### src/rtl/mash_pkg.sv
package mash_pkg;

  // Number of cascaded first-order accumulator stages built.
  localparam int MASH_STAGES = 3;

  // Default width of the signed correction; covers -3 .. +4.
  localparam int MASH_OFS_W = 4;

  typedef enum logic {
    ORD_TWO   = 1'b0,
    ORD_THREE = 1'b1
  } mash_order_e;

endpackage

### src/rtl/mash_input_map.sv
module mash_input_map #(
  parameter int FRAC_W = 18,
  localparam int ACC_W = FRAC_W + 1
) (
  input  logic [FRAC_W-1:0] frac_k,
  input  logic              round_en,
  output logic [ACC_W-1:0]  inc
);

  // The fraction sits one bit up; the freed LSB carries the rounding bit.
  always_comb begin
    inc = {frac_k, round_en};
  end

endmodule

### src/rtl/mash_acc_stage.sv
module mash_acc_stage #(
  parameter int W = 19
) (
  input  logic         clk,
  input  logic         rst_n,
  input  logic         step,
  input  logic [W-1:0] inc,
  output logic [W-1:0] res,
  output logic         carry
);

  logic [W-1:0] acc_q;
  logic [W:0]   total;

  always_comb begin
    total = {1'b0, acc_q} + {1'b0, inc};
    res   = total[W-1:0];
    carry = total[W];
  end

  always_ff @(posedge clk or negedge rst_n) begin
    if (!rst_n) begin
      acc_q <= '0;
    end else if (step) begin
      acc_q <= total[W-1:0];
    end
  end

endmodule

### src/rtl/mash_acc_tail.sv
module mash_acc_tail #(
  parameter int W = 19
) (
  input  logic         clk,
  input  logic         rst_n,
  input  logic         step,
  input  logic [W-1:0] inc,
  output logic         carry
);

  logic [W-1:0] acc_q;
  logic [W:0]   total;

  always_comb begin
    total = {1'b0, acc_q} + {1'b0, inc};
    carry = total[W];
  end

  always_ff @(posedge clk or negedge rst_n) begin
    if (!rst_n) begin
      acc_q <= '0;
    end else if (step) begin
      acc_q <= total[W-1:0];
    end
  end

endmodule

### src/rtl/mash_combiner.sv
module mash_combiner
  import mash_pkg::*;
#(
  parameter int OFS_W = MASH_OFS_W
) (
  input  logic                    clk,
  input  logic                    rst_n,
  input  logic                    step,
  input  mash_order_e             order,
  input  logic [MASH_STAGES-1:0]  carry,
  output logic signed [OFS_W-1:0] ofs
);

  localparam logic [OFS_W-2:0] PAD = '0;

  logic c2_d, c3_d, c3_dd;
  logic signed [OFS_W-1:0] c1s, c2s, c2ds, c3s, c3ds, c3dds;
  logic signed [OFS_W-1:0] y_two, y_three;

  always_comb begin
    c1s   = $signed({PAD, carry[0]});
    c2s   = $signed({PAD, carry[1]});
    c2ds  = $signed({PAD, c2_d});
    c3s   = $signed({PAD, carry[2]});
    c3ds  = $signed({PAD, c3_d});
    c3dds = $signed({PAD, c3_dd});
    // Stage 2 carry through one difference, stage 3 carry through two.
    y_two   = c1s + c2s - c2ds;
    y_three = y_two + c3s - c3ds - c3ds + c3dds;
    ofs     = (order == ORD_THREE) ? y_three : y_two;
  end

  always_ff @(posedge clk or negedge rst_n) begin
    if (!rst_n) begin
      c2_d  <= 1'b0;
      c3_d  <= 1'b0;
      c3_dd <= 1'b0;
    end else if (step) begin
      c2_d  <= carry[1];
      c3_d  <= carry[2];
      c3_dd <= c3_d;
    end
  end

  // two-stage result stays within -1 .. +2
  p_range_two_r4: assert property (@(posedge clk) disable iff (!rst_n)
    (step && order == ORD_TWO) |-> (ofs >= -1 && ofs <= 2));

  // three-stage result stays within -3 .. +4
  p_range_three_r5: assert property (@(posedge clk) disable iff (!rst_n)
    (step && order == ORD_THREE) |-> (ofs >= -3 && ofs <= 4));

endmodule

### src/rtl/mash_dsm.sv
module mash_dsm
  import mash_pkg::*;
#(
  parameter int FRAC_W = 18,
  parameter int OFS_W  = MASH_OFS_W
) (
  input  logic                    clk,
  input  logic                    rst_n,
  input  logic [FRAC_W-1:0]       frac_k,
  input  logic                    order_sel,
  input  logic                    round_en,
  output logic                    ofs_valid,
  input  logic                    ofs_ready,
  output logic signed [OFS_W-1:0] ofs_data
);

  localparam int ACC_W = FRAC_W + 1;

  logic                    step;
  logic [ACC_W-1:0]        link [MASH_STAGES];
  logic [MASH_STAGES-1:0]  carry;
  logic signed [OFS_W-1:0] next_ofs;
  mash_order_e             order;

  // Advance on a taken value, or once right after reset to fill the output.
  assign step  = !ofs_valid || ofs_ready;
  assign order = mash_order_e'(order_sel);

  mash_input_map #(.FRAC_W(FRAC_W)) u_map (
    .frac_k   (frac_k),
    .round_en (round_en),
    .inc      (link[0])
  );

  for (genvar g = 0; g < MASH_STAGES; g++) begin : g_stage
    if (g < MASH_STAGES - 1) begin : g_mid
      mash_acc_stage #(.W(ACC_W)) u_acc (
        .clk   (clk),
        .rst_n (rst_n),
        .step  (step),
        .inc   (link[g]),
        .res   (link[g+1]),
        .carry (carry[g])
      );
    end else begin : g_last
      mash_acc_tail #(.W(ACC_W)) u_acc (
        .clk   (clk),
        .rst_n (rst_n),
        .step  (step),
        .inc   (link[g]),
        .carry (carry[g])
      );
    end
  end

  mash_combiner #(.OFS_W(OFS_W)) u_comb (
    .clk   (clk),
    .rst_n (rst_n),
    .step  (step),
    .order (order),
    .carry (carry),
    .ofs   (next_ofs)
  );

  always_ff @(posedge clk or negedge rst_n) begin
    if (!rst_n) begin
      ofs_valid <= 1'b0;
      ofs_data  <= '0;
    end else begin
      ofs_valid <= 1'b1;
      if (step) begin
        ofs_data <= next_ofs;
      end
    end
  end

  // a stalled value is held and stays offered
  p_hold_r2: assert property (@(posedge clk) disable iff (!rst_n)
    (ofs_valid && !ofs_ready) |=> ($stable(ofs_data) && ofs_valid));

  // once offered, valid never drops
  p_valid_sticky_r1: assert property (@(posedge clk) disable iff (!rst_n)
    ofs_valid |=> ofs_valid);

  // the first edge after reset fills the output
  p_fill_r1: assert property (@(posedge clk) disable iff (!rst_n)
    !ofs_valid |=> ofs_valid);

endmodule

### config.mk
export PLATFORM = sky130hd
export DESIGN_NAME = mash_dsm
export DESIGN_NICKNAME = d
export VERILOG_FILES = /design/src/rtl/mash_pkg.sv /design/src/rtl/mash_input_map.sv /design/src/rtl/mash_acc_stage.sv /design/src/rtl/mash_acc_tail.sv /design/src/rtl/mash_combiner.sv /design/src/rtl/mash_dsm.sv
export SDC_FILE = /design/constraint.sdc
export NUM_CORES = 1
export LEC_CHECK = 0
export CAP_MARGIN = 20
export CORE_MARGIN = 4
export CORE_UTILIZATION = 45
export CTS_CLUSTER_SIZE = 12
export DETAILED_ROUTE_END_ITERATION = 8
export GPL_TIMING_DRIVEN = 0
export PLACE_DENSITY = 0.71
export SLEW_MARGIN = 20
export SYNTH_ARGS = -nofsm -noshare
export SYNTH_HDL_FRONTEND = slang
export SYNTH_SLANG_ARGS = --single-unit
export TNS_END_PERCENT = 30
### constraint.sdc
create_clock -name clk -period 5.7 [get_ports clk]
set_clock_uncertainty 0.05 [all_clocks]
set_input_delay 0.57 -clock clk [delete_from_list [all_inputs] [get_ports clk]]
set_output_delay 0.57 -clock clk [all_outputs]
set_load 0.02 [all_outputs]
======== Word level (Yosys, flattened, before mapping) ========
Cells that the tools add are included.
word-level totals
  register bits after elaboration ......... 65
  bits of input ports ..................... 23
  word-level logic and storage cells ...... 20
operators by class
  add/sub/neg operators ................... 9
  mux-type cells .......................... 1
  reduce and logical (&&, ||, !) cells .... 2
operator list
  kind                       number
  adder 19 x 19 -> 20 bit    3
  subtractor 4 x 2 -> 4 bit  3
  adder 4 x 2 -> 4 bit       2
  2-to-1 mux 4 bit           1
  adder 1 x 1 -> 2 bit       1
  logical NOT 1 bit          1
  logical OR 1 bit           1

======== Longest topological paths before layout ========
  depth after elaboration ................. 9
  mapped depth ............................ 28
  gate-level depth less buffers ........... 27

======== Cells and area by module ========
A second synthesis with hierarchy kept.
second synthesis, totals
  cells, all modules ...................... 704
  area, all modules ....................... 6291.0 µm²
modules (own cells, without submodules)
  module                                    times used  cells an instance  area an instance (µm²)  seq. area each (µm²)
  mash_acc_stage at g_stage[1].g_mid.u_acc  1           231                1990.7                  475.5
  mash_acc_tail                             1           225                1916.8                  475.5
  mash_acc_stage at g_stage[0].g_mid.u_acc  1           181                1715.4                  475.5
  mash_combiner                             1           36                 311.5                   75.1
  mash_dsm                                  1           12                 214.0                   125.1
  mash_input_map                            1           19                 142.6                   0.0

======== Worst setup path before layout ========
No wires, ideal clock.
  path kind ............................... in2reg
  from .................................... input round_en
  to ...................................... register ofs_data[2]
  library setup time ...................... 133 ps
  arrival time ............................ 5404 ps
  required time ........................... 5517 ps
  setup slack ............................. 113 ps
  stages on the path ...................... 25
  path buffers ............................ 1
  cells stage by stage .................... ha_1 inv_1 fa_1 nor2b_4 o31a_1 o211ai_2 o31ai_2 xor2_1 ha_1 buf_2 a21o_1 a21oi_1 nand2_1 a2111oi_0 o21bai_1 xor2_1 ha_1 a21oi_1 nor2b_1 o22a_1 fa_1 ha_1 fa_1 mux2i_1 o21ai_0
between the ends
  elaborated cells on any way between the ends .. 10
  those cells by class .................... 9 x add/sub; 1 x mux
RTL lines
  what                                     RTL line              RTL
  start, declared                          mash_dsm.sv:11        input logic round_en,
  adder 19 x 19 -> 20 bit                  mash_acc_stage.sv:16  total = {1'b0, acc_q} + {1'b0, inc};
  net g_stage[0].g_mid.u_acc.res[14]       mash_acc_stage.sv:8   output logic [W-1:0] res,
  adder 19 x 19 -> 20 bit                  mash_acc_stage.sv:16
  net g_stage[1].g_mid.u_acc.res[17]       mash_acc_stage.sv:8
  adder 19 x 19 -> 20 bit                  mash_acc_tail.sv:15   total = {1'b0, acc_q} + {1'b0, inc};
  net g_stage[2].g_last.u_acc.carry        mash_acc_tail.sv:8    output logic carry
  adder 4 x 2 -> 4 bit                     mash_combiner.sv:29   y_three = y_two + c3s - c3ds - c3ds + c3dds;
  subtractor 4 x 2 -> 4 bit (2 in series)  mash_combiner.sv:29
  adder 4 x 2 -> 4 bit                     mash_combiner.sv:29
  2-to-1 mux 4 bit                         mash_combiner.sv:30   ofs = (order == ORD_THREE) ? y_three : y_two;
  end signal, assigned                     mash_dsm.sv:72        ofs_data <= next_ofs;
  end, declared                            mash_dsm.sv:14        output logic signed [OFS_W-1:0] ofs_data
The timed path passes the listed nets, and every way through them passes these cells.
A chain may end at the register's enable or synchronous reset.

======== Final worst setup path ========
  from .................................... input frac_k[10]
  to ...................................... register ofs_data[2]
between the ends
  elaborated cells on any way between the ends .. 10
  those cells by class .................... 9 x add/sub; 1 x mux
RTL lines
  what                                     RTL line              RTL
  start, declared                          mash_dsm.sv:9         input logic [FRAC_W-1:0] frac_k,
  adder 19 x 19 -> 20 bit                  mash_acc_stage.sv:16
  net g_stage[0].g_mid.u_acc.res[16]       mash_acc_stage.sv:8
  adder 19 x 19 -> 20 bit                  mash_acc_stage.sv:16
  net g_stage[1].g_mid.u_acc.res[18]       mash_acc_stage.sv:8
  adder 19 x 19 -> 20 bit                  mash_acc_tail.sv:15
  net g_stage[2].g_last.u_acc.carry        mash_acc_tail.sv:8
  adder 4 x 2 -> 4 bit                     mash_combiner.sv:29
  subtractor 4 x 2 -> 4 bit (2 in series)  mash_combiner.sv:29
  adder 4 x 2 -> 4 bit                     mash_combiner.sv:29
  2-to-1 mux 4 bit                         mash_combiner.sv:30
The timed path passes the listed nets, and every way through them passes these cells.

==> impl_results.md <==
- Run status: finished, violations left
- Failing checks: setup timing
- Final period util: 101%
- Utilization after layout: 61.8%
- Largest net degree at the start of global routing: 51
- Endpoints failing hold: 0
- Number of remaining DRC errors: 0
- Vias in the first global route: 4952
- Final RePlAce weighted congestion: 0.916
- First DRT Iteration DRCs: 312
- Max-slew violation count: 0
- Synthesized area: 5350 sq um
- Crit Path Class: primary input to flip-flop
- Storage element area: 1630 sq um
- Dominant cells by area after synthesis: dfrtp_1 30%, ha_1 15%, nand2_1 7.4%, a21oi_1 4.9%, xnor2_1 4.1%
- DIE AREA: 13700 sq um
- CTS Root Buffer Type: clkbuf_16
- Clock tree sinks: 65
- # fillers: 917
- Clock buffer count from CTS: 9
- CTS Buffer Depth: 2
- Post-synth EDFFs: 0
- Reg clk slew, reported paths: 60 ps
- Drt total wl: 15000 microns
- Initial antenna violation count: 0
- Max FO, Critical Path: 6
- Final worst slack: -33.9 ps
- Number of max-cap violations: 0
- Worst skew pair latency: 340 ps
- YS warnings: 0
- I/O pins: 28
- Reg-to-reg setup timing slack: -30 ps
- Worst path required time: 5860 ps
- CTS Hold Bufs: 0
- Endpoints failing setup: 1
- Area of the multi-input gates: 4220 sq um
- ANT nets after route: 0
- Core ar.: 11500 sq um
- Total GRT Usage: 22.4%
- Slew HR: 46.9%
- Syn avg cell area: 8.61 sq um
- Minimum clock period after layout: 5730 ps
- RSZ-0062 raised after global routing: true
- GRT overflow: 0
- Drt first pass iters: 6
- Via Count: 4895
- Max Clock Freq: 0.174 GHz
- H-tree levels: 3
- Post-DR wirelength/cell: 17.5 microns
- Synth area leader: dfrtp_1
- Type of destination of the critical path: flip-flop
- CTS tree: built
- Worst min path class: primary input to asynchronous set/reset pin
- Sequential fraction of the synthesis area: 30.4%
- PortBufs: 26
- Crit path launch type: primary input
- Area grow syn2layout: 32.9%
- Ys flop type: dfrtp_1
- Netlist cell types: 59
- Global-route wire length before repair: 24100 microns
- Width of the die: 117 microns
- Starting Density: 46.5%
- Syn Nets: 716
- FP Rows: 39
- Setup TNS: -33.9 ps
- N_diodes: 0
- Post-Syn Instances: 622
- Post-DP HPWL: 9940 microns
- Die height: 117 microns
- Post-synthesis register bit count: 65
- Vias/cell: 5.73
- Tightest Pin Transition: 797 ps
- Top cell type's share of synthesized area: 30.4%
- Synth async-reset ratio: 100%
- Layout cells sized above 1: 25.9%
- Crit path DAT: 5890 ps
- Nets@finish: 800
[per-stage QoR]
stage                     hold WS (ps)  setup WS [ps]  instance area (sq um)  instances
after floorplan                    224            113                   5350        622
after CTS                         47.3           10.9                   6840        842
final                             47.9          -33.9                   7110        854
after global routing              59.1           -248                   7110        854
after global placement             405          -1290                   5790        791
after detailed placement           409          -1310                   5820        792
[Yosys cell counts, types with 6 or more instances]
cell type  number
mux2_2         13
nand3_1         8
nor2_1         52
xor2_1         20
nor2b_1         6
clkbuf_1       18
o31ai_1         6
dfrtp_1        65
o21ai_0        39
nand4_1         7
a21oi_1        52
ha_1           65
nor3_1          7
inv_1          20
o21a_1          8
fa_1            6
xnor2_1        25
a21o_1         26
nand2_1       105
[registers in the layout (all words and copies together) (netlist names)]
signal and count:
g_stage.g_mid.u_acc.acc_q 38, u_comb.c3_d 1, u_comb.c2_d 1, ofs_valid 1, ofs_data 4, g_stage.g_last.u_acc.acc_q 19, u_comb.c3_dd 1
[area by class of cell]
type / instances / share of cell area [%]
well taps: 143 / 2.52
plain buffers: 15 / 0.792
flip-flops and latches: 65 / 22.9
inverters: 20 / 1.06
repair buffers: 79 / 9.50
multi-input cells: 516 / 59.3
clock buffers: 11 / 3.55
clock inverters: 5 / 0.422
[final timing paths]
path | cells after the start | end | start
max | 23 | ofs_data[2] | frac_k[10]
min | 1 | g_stage[2].g_last.u_acc.acc_q[3] | rst_n
max reg2reg | 26 | ofs_data[2] | g_stage[0].g_mid.u_acc.acc_q[0]
min reg2reg | 2 | g_stage[0].g_mid.u_acc.acc_q[14] | g_stage[0].g_mid.u_acc.acc_q[14]
max in group asynchronous | 2 | g_stage[0].g_mid.u_acc.acc_q[9] | rst_n
min in group clk | 2 | g_stage[0].g_mid.u_acc.acc_q[14] | g_stage[0].g_mid.u_acc.acc_q[14]
[timing repair]
action | in CTS | in global routing
cloned | 0 | 0
pin swaps | 67 | 51
gates resized for setup | 106 | 31
endpoints found under the setup margin | 5 | 2
setup buffers | 39 | 13
[worst max-delay path, stage by stage]
cell and delay, ps:
clkdlybuf4s50_1 460, ha_2 330, nand2_2 170, o21ai_1 140
o41ai_2 340, o31ai_4 150, buf_4 180, a221oi_4 280
xnor2_2 140, ha_4 320, buf_4 140, nand4_1 160
a31oi_4 230, nor2_1 70, xnor2_1 220, ha_1 290
nor2b_1 150, o22a_1 240, fa_2 390, ha_4 170
fa_1 450, mux2i_2 190, o21ai_1 80
[cell usage in the layout, fill, tap and decap left out, types with 7 or more instances in the layout]
cell,count
o21ai_0,25
nand4_1,7
o21a_1,8
a21oi_2,14
ha_1,42
a21o_1,26
xnor2_2,9
nor2_1,49
a21oi_1,36
ha_4,18
nand2_1,101
nand3_1,7
clkbuf_1,13
inv_1,18
xor2_1,14
dfrtp_1,65
clkdlybuf4s50_1,19
xnor2_1,16
mux2_2,13
clkbuf_16,9
buf_4,50
o21ai_1,9
[layer usage]
| layer | wire [microns] | global-route usage [%] | share of wire, % | up-vias |
|---|---|---|---|---|
| met3 | 531 | 3.24 | 3.5 | 33 |
| met2 | 7230 | 38.7 | 48 | 118 |
| li1 | - | - | - | 2377 |
| met4 | 353 | 8.64 | 2.4 | 0 |
| met5 | 0 | 0 | 0 | - |
| met1 | 6850 | 28.3 | 46 | 2367 |
[cells by family (layout without fill, tap and decap cells)]
| logic type | Yosys count | count (layout) | share of synthesized area [%] |
|---|---|---|---|
| AO/OA/AOI/OAI | 177 | 177 | 21.8 |
| XOR/XNOR | 45 | 45 | 7.36 |
| adder cells (fa/ha/maj) | 71 | 71 | 17.4 |
| buffers and inverters | 41 | 130 | 2.90 |
| flip-flops | 65 | 65 | 30.4 |
| multiplexers | 16 | 16 | 3.39 |
| other | 1 | 1 | 0.0701 |
| AND/OR/NAND/NOR | 206 | 206 | 16.7 |
Power is not shown: default switching activity piles up to over one toggle a cycle in this logic, so the estimate is an artifact.
